**src/rtl/ctlreg_pkg.sv**
```systemverilog
package ctlreg_pkg;

    typedef enum logic [1:0] {
        SEL_SYS  = 2'd0,
        SEL_BASE = 2'd1,
        SEL_EXT  = 2'd2,
        SEL_NONE = 2'd3
    } reg_sel_e;

    localparam logic [1:0] MODE_REAL = 2'd0;
    localparam logic [1:0] MODE_PROT = 2'd1;

    localparam int SYS_PROT_BIT     = 0;
    localparam int SYS_NUMERR_BIT   = 5;
    localparam int SYS_CACHEOFF_BIT = 30;
    localparam int SYS_PAGING_BIT   = 31;
    localparam int EXT_LARGEPG_BIT  = 4;
    localparam int EXT_WIDEADDR_BIT = 5;
    localparam int EXT_GLOBALPG_BIT = 7;

    localparam logic [31:0] SYS_FLUSH_FLAGS =
        (32'd1 << SYS_PROT_BIT) | (32'd1 << SYS_PAGING_BIT);
    localparam logic [31:0] EXT_FLUSH_FLAGS =
        (32'd1 << EXT_LARGEPG_BIT) | (32'd1 << EXT_WIDEADDR_BIT) |
        (32'd1 << EXT_GLOBALPG_BIT);

    typedef enum logic [1:0] {
        LD_IDLE  = 2'd0,
        LD_FETCH = 2'd1,
        LD_DONE  = 2'd2
    } ld_state_e;

endpackage

```
**src/rtl/ctlreg_legality.sv**
```systemverilog
module ctlreg_legality
    import ctlreg_pkg::*;
#(
    parameter logic [31:0] EXT_RSVD_MASK = 32'hFFFF_F800
) (
    input  logic [1:0]  sel_i,
    input  logic [31:0] data_i,
    input  logic [1:0]  cpl_i,
    input  logic [1:0]  mode_i,
    input  logic [31:0] sys_i,
    input  logic [31:0] ext_i,
    output logic        fault_o,
    output logic        reload_o,
    output logic        flush_o
);

    logic        in_v86;
    logic        in_prot;
    logic        sys_combo_bad;
    logic        ext_rsvd_hit;
    logic [31:0] sys_next;
    logic [31:0] ext_next;

    always_comb begin
        in_v86   = mode_i[1];
        in_prot  = (mode_i == MODE_PROT);

        sys_combo_bad = (data_i[SYS_PAGING_BIT] && !data_i[SYS_PROT_BIT]) ||
                        (!data_i[SYS_CACHEOFF_BIT] && data_i[SYS_NUMERR_BIT]);
        ext_rsvd_hit  = |(data_i & EXT_RSVD_MASK);

        // priority: mode, then privilege, then bit legality
        if (in_v86)
            fault_o = 1'b1;
        else if (in_prot && cpl_i != 2'd0)
            fault_o = 1'b1;
        else if (sel_i == SEL_NONE)
            fault_o = 1'b1;
        else if (sel_i == SEL_SYS)
            fault_o = in_prot && sys_combo_bad;
        else if (sel_i == SEL_EXT)
            fault_o = ext_rsvd_hit;
        else
            fault_o = 1'b0;

        sys_next = (sel_i == SEL_SYS) ? data_i : sys_i;
        ext_next = (sel_i == SEL_EXT) ? data_i : ext_i;

        flush_o = (|((sys_next ^ sys_i) & SYS_FLUSH_FLAGS)) ||
                  (|((ext_next ^ ext_i) & EXT_FLUSH_FLAGS));

        reload_o = ((sel_i == SEL_EXT) && sys_i[SYS_PAGING_BIT] &&
                    !ext_i[EXT_WIDEADDR_BIT] && data_i[EXT_WIDEADDR_BIT]) ||
                   ((sel_i == SEL_BASE) && sys_i[SYS_PAGING_BIT] &&
                    ext_i[EXT_WIDEADDR_BIT]) ||
                   ((sel_i == SEL_SYS) && ext_i[EXT_WIDEADDR_BIT] &&
                    !sys_i[SYS_PAGING_BIT] && data_i[SYS_PAGING_BIT]);
    end

endmodule

```
**src/rtl/ctlreg_ptr_loader.sv**
```systemverilog
module ctlreg_ptr_loader
    import ctlreg_pkg::*;
#(
    parameter int          ENTRIES   = 4,
    parameter int          ADDR_W    = 32,
    parameter logic [63:0] RSVD_MASK = 64'hFFFF_FFF0_0000_01E6
) (
    input  logic                     clk,
    input  logic                     rst_n,
    input  logic                     start_i,
    input  logic [ADDR_W-1:0]        base_i,
    output logic                     mem_req_o,
    output logic [ADDR_W-1:0]        mem_addr_o,
    input  logic                     mem_valid_i,
    input  logic [63:0]              mem_data_i,
    output logic                     done_o,
    output logic                     bad_o,
    output logic [ENTRIES-1:0][63:0] entries_o
);

    localparam int IDX_W   = (ENTRIES > 1) ? $clog2(ENTRIES) : 1;
    localparam int ALIGN_W = $clog2(ENTRIES * 8);
    localparam logic [IDX_W-1:0] LAST_IDX = IDX_W'(ENTRIES - 1);

    typedef struct packed {
        ld_state_e                state;
        logic [IDX_W-1:0]         idx;
        logic [ADDR_W-1:0]        base;
        logic [ENTRIES-1:0][63:0] ents;
        logic                     bad;
    } ld_regs_t;

    ld_regs_t ld_d, ld_q;

    always_comb begin
        ld_d = ld_q;
        case (ld_q.state)
            LD_IDLE: begin
                if (start_i) begin
                    ld_d.state = LD_FETCH;
                    ld_d.idx   = '0;
                    ld_d.bad   = 1'b0;
                    ld_d.base  = {base_i[ADDR_W-1:ALIGN_W], {ALIGN_W{1'b0}}};
                end
            end
            LD_FETCH: begin
                if (mem_valid_i) begin
                    ld_d.ents[ld_q.idx] = mem_data_i;
                    ld_d.bad = ld_q.bad || (|(mem_data_i & RSVD_MASK));
                    if (ld_q.idx == LAST_IDX)
                        ld_d.state = LD_DONE;
                    else
                        ld_d.idx = ld_q.idx + 1'b1;
                end
            end
            LD_DONE:  ld_d.state = LD_IDLE;
            default:  ld_d.state = LD_IDLE;
        endcase
    end

    always_ff @(posedge clk) begin
        if (!rst_n) begin
            ld_q.state <= LD_IDLE;
            ld_q.idx   <= '0;
            ld_q.base  <= '0;
            ld_q.ents  <= '0;
            ld_q.bad   <= 1'b0;
        end else begin
            ld_q <= ld_d;
        end
    end

    assign mem_req_o  = (ld_q.state == LD_FETCH);
    assign mem_addr_o = ld_q.base + ADDR_W'({ld_q.idx, 3'b000});
    assign done_o     = (ld_q.state == LD_DONE);
    assign bad_o      = ld_q.bad;
    assign entries_o  = ld_q.ents;

    // an unanswered request keeps its address until the data arrives
    a_r9_hold_request: assert property (@(posedge clk) disable iff (!rst_n)
        mem_req_o && !mem_valid_i |=> mem_req_o && $stable(mem_addr_o));

    // a new fetch is never started over one in flight
    a_r12_start_when_idle: assert property (@(posedge clk) disable iff (!rst_n)
        start_i |-> ld_q.state == LD_IDLE);

endmodule

```
**src/rtl/ctlreg_write_unit.sv**
```systemverilog
module ctlreg_write_unit
    import ctlreg_pkg::*;
#(
    parameter logic [31:0] SYS_RESET     = 32'h6000_0010,
    parameter logic [31:0] EXT_RSVD_MASK = 32'hFFFF_F800,
    parameter logic [63:0] PTR_RSVD_MASK = 64'hFFFF_FFF0_0000_01E6,
    parameter int          PTR_ENTRIES   = 4
) (
    input  logic                      clk,
    input  logic                      rst_n,
    input  logic                      wr_valid,
    input  logic [1:0]                wr_sel,
    input  logic [31:0]               wr_data,
    input  logic [1:0]                cpl,
    input  logic [1:0]                mode,
    output logic                      busy,
    output logic                      commit,
    output logic                      fault,
    output logic                      tlb_flush_all,
    output logic                      mem_req,
    output logic [31:0]               mem_addr,
    input  logic                      mem_valid,
    input  logic [63:0]               mem_data,
    output logic [31:0]               sys_ctl,
    output logic [31:0]               page_base,
    output logic [31:0]               ext_ctl,
    output logic [PTR_ENTRIES*64-1:0] ptr_table
);

    typedef struct packed {
        logic [31:0]                  sys;
        logic [31:0]                  base;
        logic [31:0]                  ext;
        logic [PTR_ENTRIES-1:0][63:0] tbl;
        logic                         pending;
        logic [1:0]                   stg_sel;
        logic [31:0]                  stg_data;
        logic                         stg_flush;
        logic                         commit;
        logic                         fault;
        logic                         flush;
    } unit_regs_t;

    unit_regs_t u_d, u_q;

    logic                         accept;
    logic                         chk_fault;
    logic                         chk_reload;
    logic                         chk_flush;
    logic                         ld_start;
    logic [31:0]                  ld_base;
    logic                         ld_done;
    logic                         ld_bad;
    logic [PTR_ENTRIES-1:0][63:0] ld_entries;

    ctlreg_legality #(
        .EXT_RSVD_MASK(EXT_RSVD_MASK)
    ) u_legality (
        .sel_i   (wr_sel),
        .data_i  (wr_data),
        .cpl_i   (cpl),
        .mode_i  (mode),
        .sys_i   (u_q.sys),
        .ext_i   (u_q.ext),
        .fault_o (chk_fault),
        .reload_o(chk_reload),
        .flush_o (chk_flush)
    );

    ctlreg_ptr_loader #(
        .ENTRIES  (PTR_ENTRIES),
        .ADDR_W   (32),
        .RSVD_MASK(PTR_RSVD_MASK)
    ) u_loader (
        .clk        (clk),
        .rst_n      (rst_n),
        .start_i    (ld_start),
        .base_i     (ld_base),
        .mem_req_o  (mem_req),
        .mem_addr_o (mem_addr),
        .mem_valid_i(mem_valid),
        .mem_data_i (mem_data),
        .done_o     (ld_done),
        .bad_o      (ld_bad),
        .entries_o  (ld_entries)
    );

    assign accept   = wr_valid && !u_q.pending;
    assign ld_start = accept && !chk_fault && chk_reload;
    assign ld_base  = (wr_sel == SEL_BASE) ? wr_data : u_q.base;

    always_comb begin
        u_d        = u_q;
        u_d.commit = 1'b0;
        u_d.fault  = 1'b0;
        u_d.flush  = 1'b0;

        if (accept) begin
            if (chk_fault) begin
                u_d.fault = 1'b1;
            end else if (chk_reload) begin
                u_d.pending   = 1'b1;
                u_d.stg_sel   = wr_sel;
                u_d.stg_data  = wr_data;
                u_d.stg_flush = chk_flush;
            end else begin
                case (wr_sel)
                    SEL_SYS:  u_d.sys  = wr_data;
                    SEL_BASE: u_d.base = wr_data;
                    SEL_EXT:  u_d.ext  = wr_data;
                    default:  u_d.sys  = u_q.sys;
                endcase
                u_d.commit = 1'b1;
                u_d.flush  = chk_flush;
            end
        end

        if (ld_done) begin
            u_d.pending = 1'b0;
            if (ld_bad) begin
                u_d.fault = 1'b1;
            end else begin
                case (u_q.stg_sel)
                    SEL_SYS:  u_d.sys  = u_q.stg_data;
                    SEL_BASE: u_d.base = u_q.stg_data;
                    SEL_EXT:  u_d.ext  = u_q.stg_data;
                    default:  u_d.sys  = u_q.sys;
                endcase
                u_d.tbl    = ld_entries;
                u_d.commit = 1'b1;
                u_d.flush  = u_q.stg_flush;
            end
        end
    end

    always_ff @(posedge clk) begin
        if (!rst_n) begin
            u_q.sys       <= SYS_RESET;
            u_q.base      <= '0;
            u_q.ext       <= '0;
            u_q.tbl       <= '0;
            u_q.pending   <= 1'b0;
            u_q.stg_sel   <= SEL_NONE;
            u_q.stg_data  <= '0;
            u_q.stg_flush <= 1'b0;
            u_q.commit    <= 1'b0;
            u_q.fault     <= 1'b0;
            u_q.flush     <= 1'b0;
        end else begin
            u_q <= u_d;
        end
    end

    assign busy          = u_q.pending;
    assign commit        = u_q.commit;
    assign fault         = u_q.fault;
    assign tlb_flush_all = u_q.flush;
    assign sys_ctl       = u_q.sys;
    assign page_base     = u_q.base;
    assign ext_ctl       = u_q.ext;
    assign ptr_table     = u_q.tbl;

    // virtual-8086 requests always end in a fault
    a_r2_v86_faults: assert property (@(posedge clk) disable iff (!rst_n)
        accept && mode[1] |=> fault && !commit);

    // unprivileged protected-mode requests fault
    a_r3_priv_faults: assert property (@(posedge clk) disable iff (!rst_n)
        accept && mode == MODE_PROT && cpl != 2'd0 |=> fault);

    // a fault leaves every architectural word and the table untouched
    a_r11_fault_keeps_state: assert property (@(posedge clk) disable iff (!rst_n)
        fault |-> $stable(sys_ctl) && $stable(page_base) &&
                  $stable(ext_ctl) && $stable(ptr_table));

    // a flush only accompanies a commit
    a_r8_flush_with_commit: assert property (@(posedge clk) disable iff (!rst_n)
        tlb_flush_all |-> commit && !fault);

    // memory is only requested during a reload
    a_r9_req_while_busy: assert property (@(posedge clk) disable iff (!rst_n)
        mem_req |-> busy);

    // while a reload runs nothing resolves until the loader finishes
    a_r12_busy_blocks: assert property (@(posedge clk) disable iff (!rst_n)
        busy && !ld_done |=> !commit && !fault);

endmodule

```
**config.mk**
```make
export PLATFORM = sky130hd
export DESIGN_NAME = ctlreg_write_unit
export DESIGN_NICKNAME = d
export VERILOG_FILES = /design/src/rtl/ctlreg_pkg.sv /design/src/rtl/ctlreg_legality.sv /design/src/rtl/ctlreg_ptr_loader.sv /design/src/rtl/ctlreg_write_unit.sv
export SDC_FILE = /design/constraint.sdc
export NUM_CORES = 1
export LEC_CHECK = 0
export CAP_MARGIN = 40
export CORE_MARGIN = 5
export CORE_UTILIZATION = 30
export CTS_CLUSTER_SIZE = 30
export DETAILED_ROUTE_END_ITERATION = 10
export RECOVER_POWER = 50
export SLEW_MARGIN = 30
export SYNTH_ARGS = -nofsm -noshare
export SYNTH_HDL_FRONTEND = slang
export SYNTH_SLANG_ARGS = --single-unit
```
**constraint.sdc**
```tcl
create_clock -name clk -period 2 [get_ports clk]
set_input_delay 0.4 -clock clk [delete_from_list [all_inputs] [get_ports clk]]
set_output_delay 0.4 -clock clk [all_outputs]
set_load 0.02 [all_outputs]
```
==> summary.md <==
| Metric | Value |
|---|---|
| Reg2reg end | sys_ctl[18] |
| NumNets Final | 3,847 |
| Fin area | 36,000 um2 |
| Yosys warns | 0 |
| Max_cap viols | 0 |
| Clock Tree Buf Depth | 3 |
| Pwr Total | 0.0295 W |
| Hold path startpoint | wr_data[11] |
| # setup viols final | 0 |
| Routed WL | 102 mm |
| Initial antenna violation count | 9 |
| Global-route wire length before repair | 151 mm |
| Synth top area share | 47.4% |
| DR vias/cell | 4.93 |
| Hold Vio Cnt, Final | 0 |
| Core ar. | 94,900 um2 |
| Tcrit/Tclk final | 98.4% |
| Metal2 WL | 45.7 mm |
| Critical Path RT | 2550 ps |
| Post-route minimum period | 1970 ps |
| Max VDD drop | 0.591 mV |
| CP Capture Point | u_loader.ld_q[274] |
| Leak pwr | 13.9 nW |
| Area contributors post-synth | dfxtp_1 (47%), nand2_1 (14%), buf_4 (10%) |
| Synth area leader | dfxtp_1 |
| Most frequent cells in the layout | nand2_1 (1,096), dfxtp_1 (677), a21oi_1 (569), dlygate4sd2_1 (373), buf_4 (183) |
| Clock transition at path regs | 70 ps |
| Iteration-0 DRC Markers | 2,453 |
| Total grt overflow | 0 |
| Slew headroom | 58.1% |
| Max layer used | met5 |
| Cell variety after synth | 56 |
| TritonCTS buffer count | 76 |
| Type of the tightest min-delay check | input pin to register |
| Placed cell area | 33,700 um2 |
| Max-slew violations | 0 |
| Avg Cell Area, Syn | 8.00 um2 |
| DR WL met3 | 8.65 mm |
| Worst slew pin tran | 628 ps |
| Cells after Synth | 3,584 |
| # rows | 113 |
| Pwr dens | 820 nW/um2 |
| Worst reg-to-reg path cell count | 7 |
| Post-synth top flop | dfxtp_1 |
| CP max FO | 14 |
| Post-synth ARST share | 0% |
| Antenna Nets Post-Route | 0 |
| Worst EP arrival | 2510 ps |
| Met1 WL | 44.0 mm |
| Port buffer count | 491 |
| Post-synth EDFFs | 0 |
| Maximum clock frequency | 508 MHz |
| Starting Density | 30.2% |
| Cell area after synthesis | 28,700 um2 |
| #FFs+latches synth | 679 |
| Die ar. | 102,000 um2 |
| Router iterations before antenna repair | 6 |
| Register area share after synthesis | 47.4% |
| Routability cong. | 0.873 |
| Clock root buffer | clkbuf_16 |
| FF-to-FF setup slack | 100 ps |
| Hpwl dp | 71.1 mm |
| CTS H-tree depth | 3 |
| Clock skew | 45.8 ps |
| Io pins | 495 |
| Vias in the first global route | 23,300 |
| Area Overhead vs Synth | 25.5% |
| CTS tree | built |
| Worst R2R Start | busy |
| Drt drc | 0 |
| Critical path startpoint category | input pin |
| Status | completed |
| # hold bufs at CTS | 0 |
| Unrepaired setup endpoints after global routing | yes |
| Via count | 25,000 |
| Commonest non-fill, non-tap cell in the layout | nand2_1 |
| Largest net degree at the start of global routing | 110 |
| Wire per inst | 20.2 um |
| WS Path Type | input pin to register |
| Crit path capture type | register |
| Die Height | 319 um |
| Die Width | 319 um |
| Share of post-route cells with drive strength above 1 | 11.9% |
| Setup crit start | wr_data[28] |
| Overall Global Routing Usage | 18.9% |
| Worst-Skew Late Latency | 640 ps |
| Clock sink count | 679 |
-- logic make-up (layout without fill, tap and decap cells) --
family	count (synthesis)	count (layout)	synth area share, %
other	1	9	0.0131
flip-flops	679	679	47.4
AO/OA/AOI/OAI	859	859	17.1
multiplexers	59	59	2.19
buffers and inverters	683	890	14.6
adder cells (fa/ha/maj)	7	7	0.305
XOR/XNOR	5	5	0.153
AND/OR/NAND/NOR	1291	1291	18.2
-- what timing repair did --
action,in CTS,in global routing
cloned,0,2
setup endpoints to repair,375,161
gates resized for setup,381,41
pin swaps,0,15
setup buffers,0,4
-- per-layer routing --
metal	vias up	track usage, %
met5	-	0
met4	6	6.99
met3	187	4.76
met2	950	29.5
met1	11800	25.2
li1	12000	-
-- state kept, by name, indices dropped and copies added (netlist names) --
register,flops
u_loader.bad_o,1
u_loader.ld_q,31
tlb_flush_all,1
commit,1
u_q,35
sys_ctl,32
busy,1
ext_ctl,32
u_loader.entries_o,256
page_base,32
fault,1
ptr_table,256
-- area by class of cell --
cell class / instances / area, um2
Fill cell: 9872 / 58900
Multi-Input combinational cell: 2224 / 11100
Timing Repair Buffer: 744 / 7000
Inverter: 9 / 41.3
Antenna cell: 6 / 15.0
Clock inverter: 25 / 390
Tap cell: 1265 / 1580
Sequential cell: 679 / 13600
Clock buffer: 112 / 2220
-- cell usage after synthesis (30+ instances only) --
cell         n
a21oi_1    571
a31oi_1     43
buf_2       60
buf_4      390
clkbuf_1   201
dfxtp_1    679
mux2i_1     30
nand2_1   1103
nand4_1     50
nor2_1      37
nor4_1      42
o21ai_0     78
o31ai_1     43
-- worst min path at each step --
stage / depth (start not counted) / end / slack (ps)
global route: 4 / page_base[12] / 230
finish: 4 / page_base[11] / 230
global placement: 2 / ptr_table[81] / 440
CTS: 3 / u_q[37] / 240
detailed placement: 2 / ptr_table[132] / 440
floorplan: 2 / ptr_table[0] / 430
-- per-stage QoR --
step	worst slack (ps)	cells	utilization, %	TNS (ps)	hold WS, ps
after floorplan	24.3	3586	-	0	432
final	32.7	5064	37.9	0	233
after detailed placement	-641	4915	35.6	-90050	443
after global routing	-35.1	5061	37.9	-170	232
after global placement	-600	4915	35.6	-85320	436
after CTS	0.272	5052	37.9	0	238
-- power breakdown --
| group | total, W | switching, W | internal, W |
|---|---|---|---|
| logic | 0.00138 | 0.000813 | 0.000564 |
| clock network | 0.0145 | 0.00599 | 0.00855 |
| registers | 0.0136 | 0.0000300 | 0.0136 |
-- critical path, cell delays in order --
cell	delay, ps
clkdlybuf4s50_1	520
nor4_2	280
buf_4	140
nand4_1	140
buf_4	190
o21ai_4	170
buf_4	150
clkbuf_16	170
a41oi_1	100
a311oi_1	240
(Power assumes the default switching activity.)
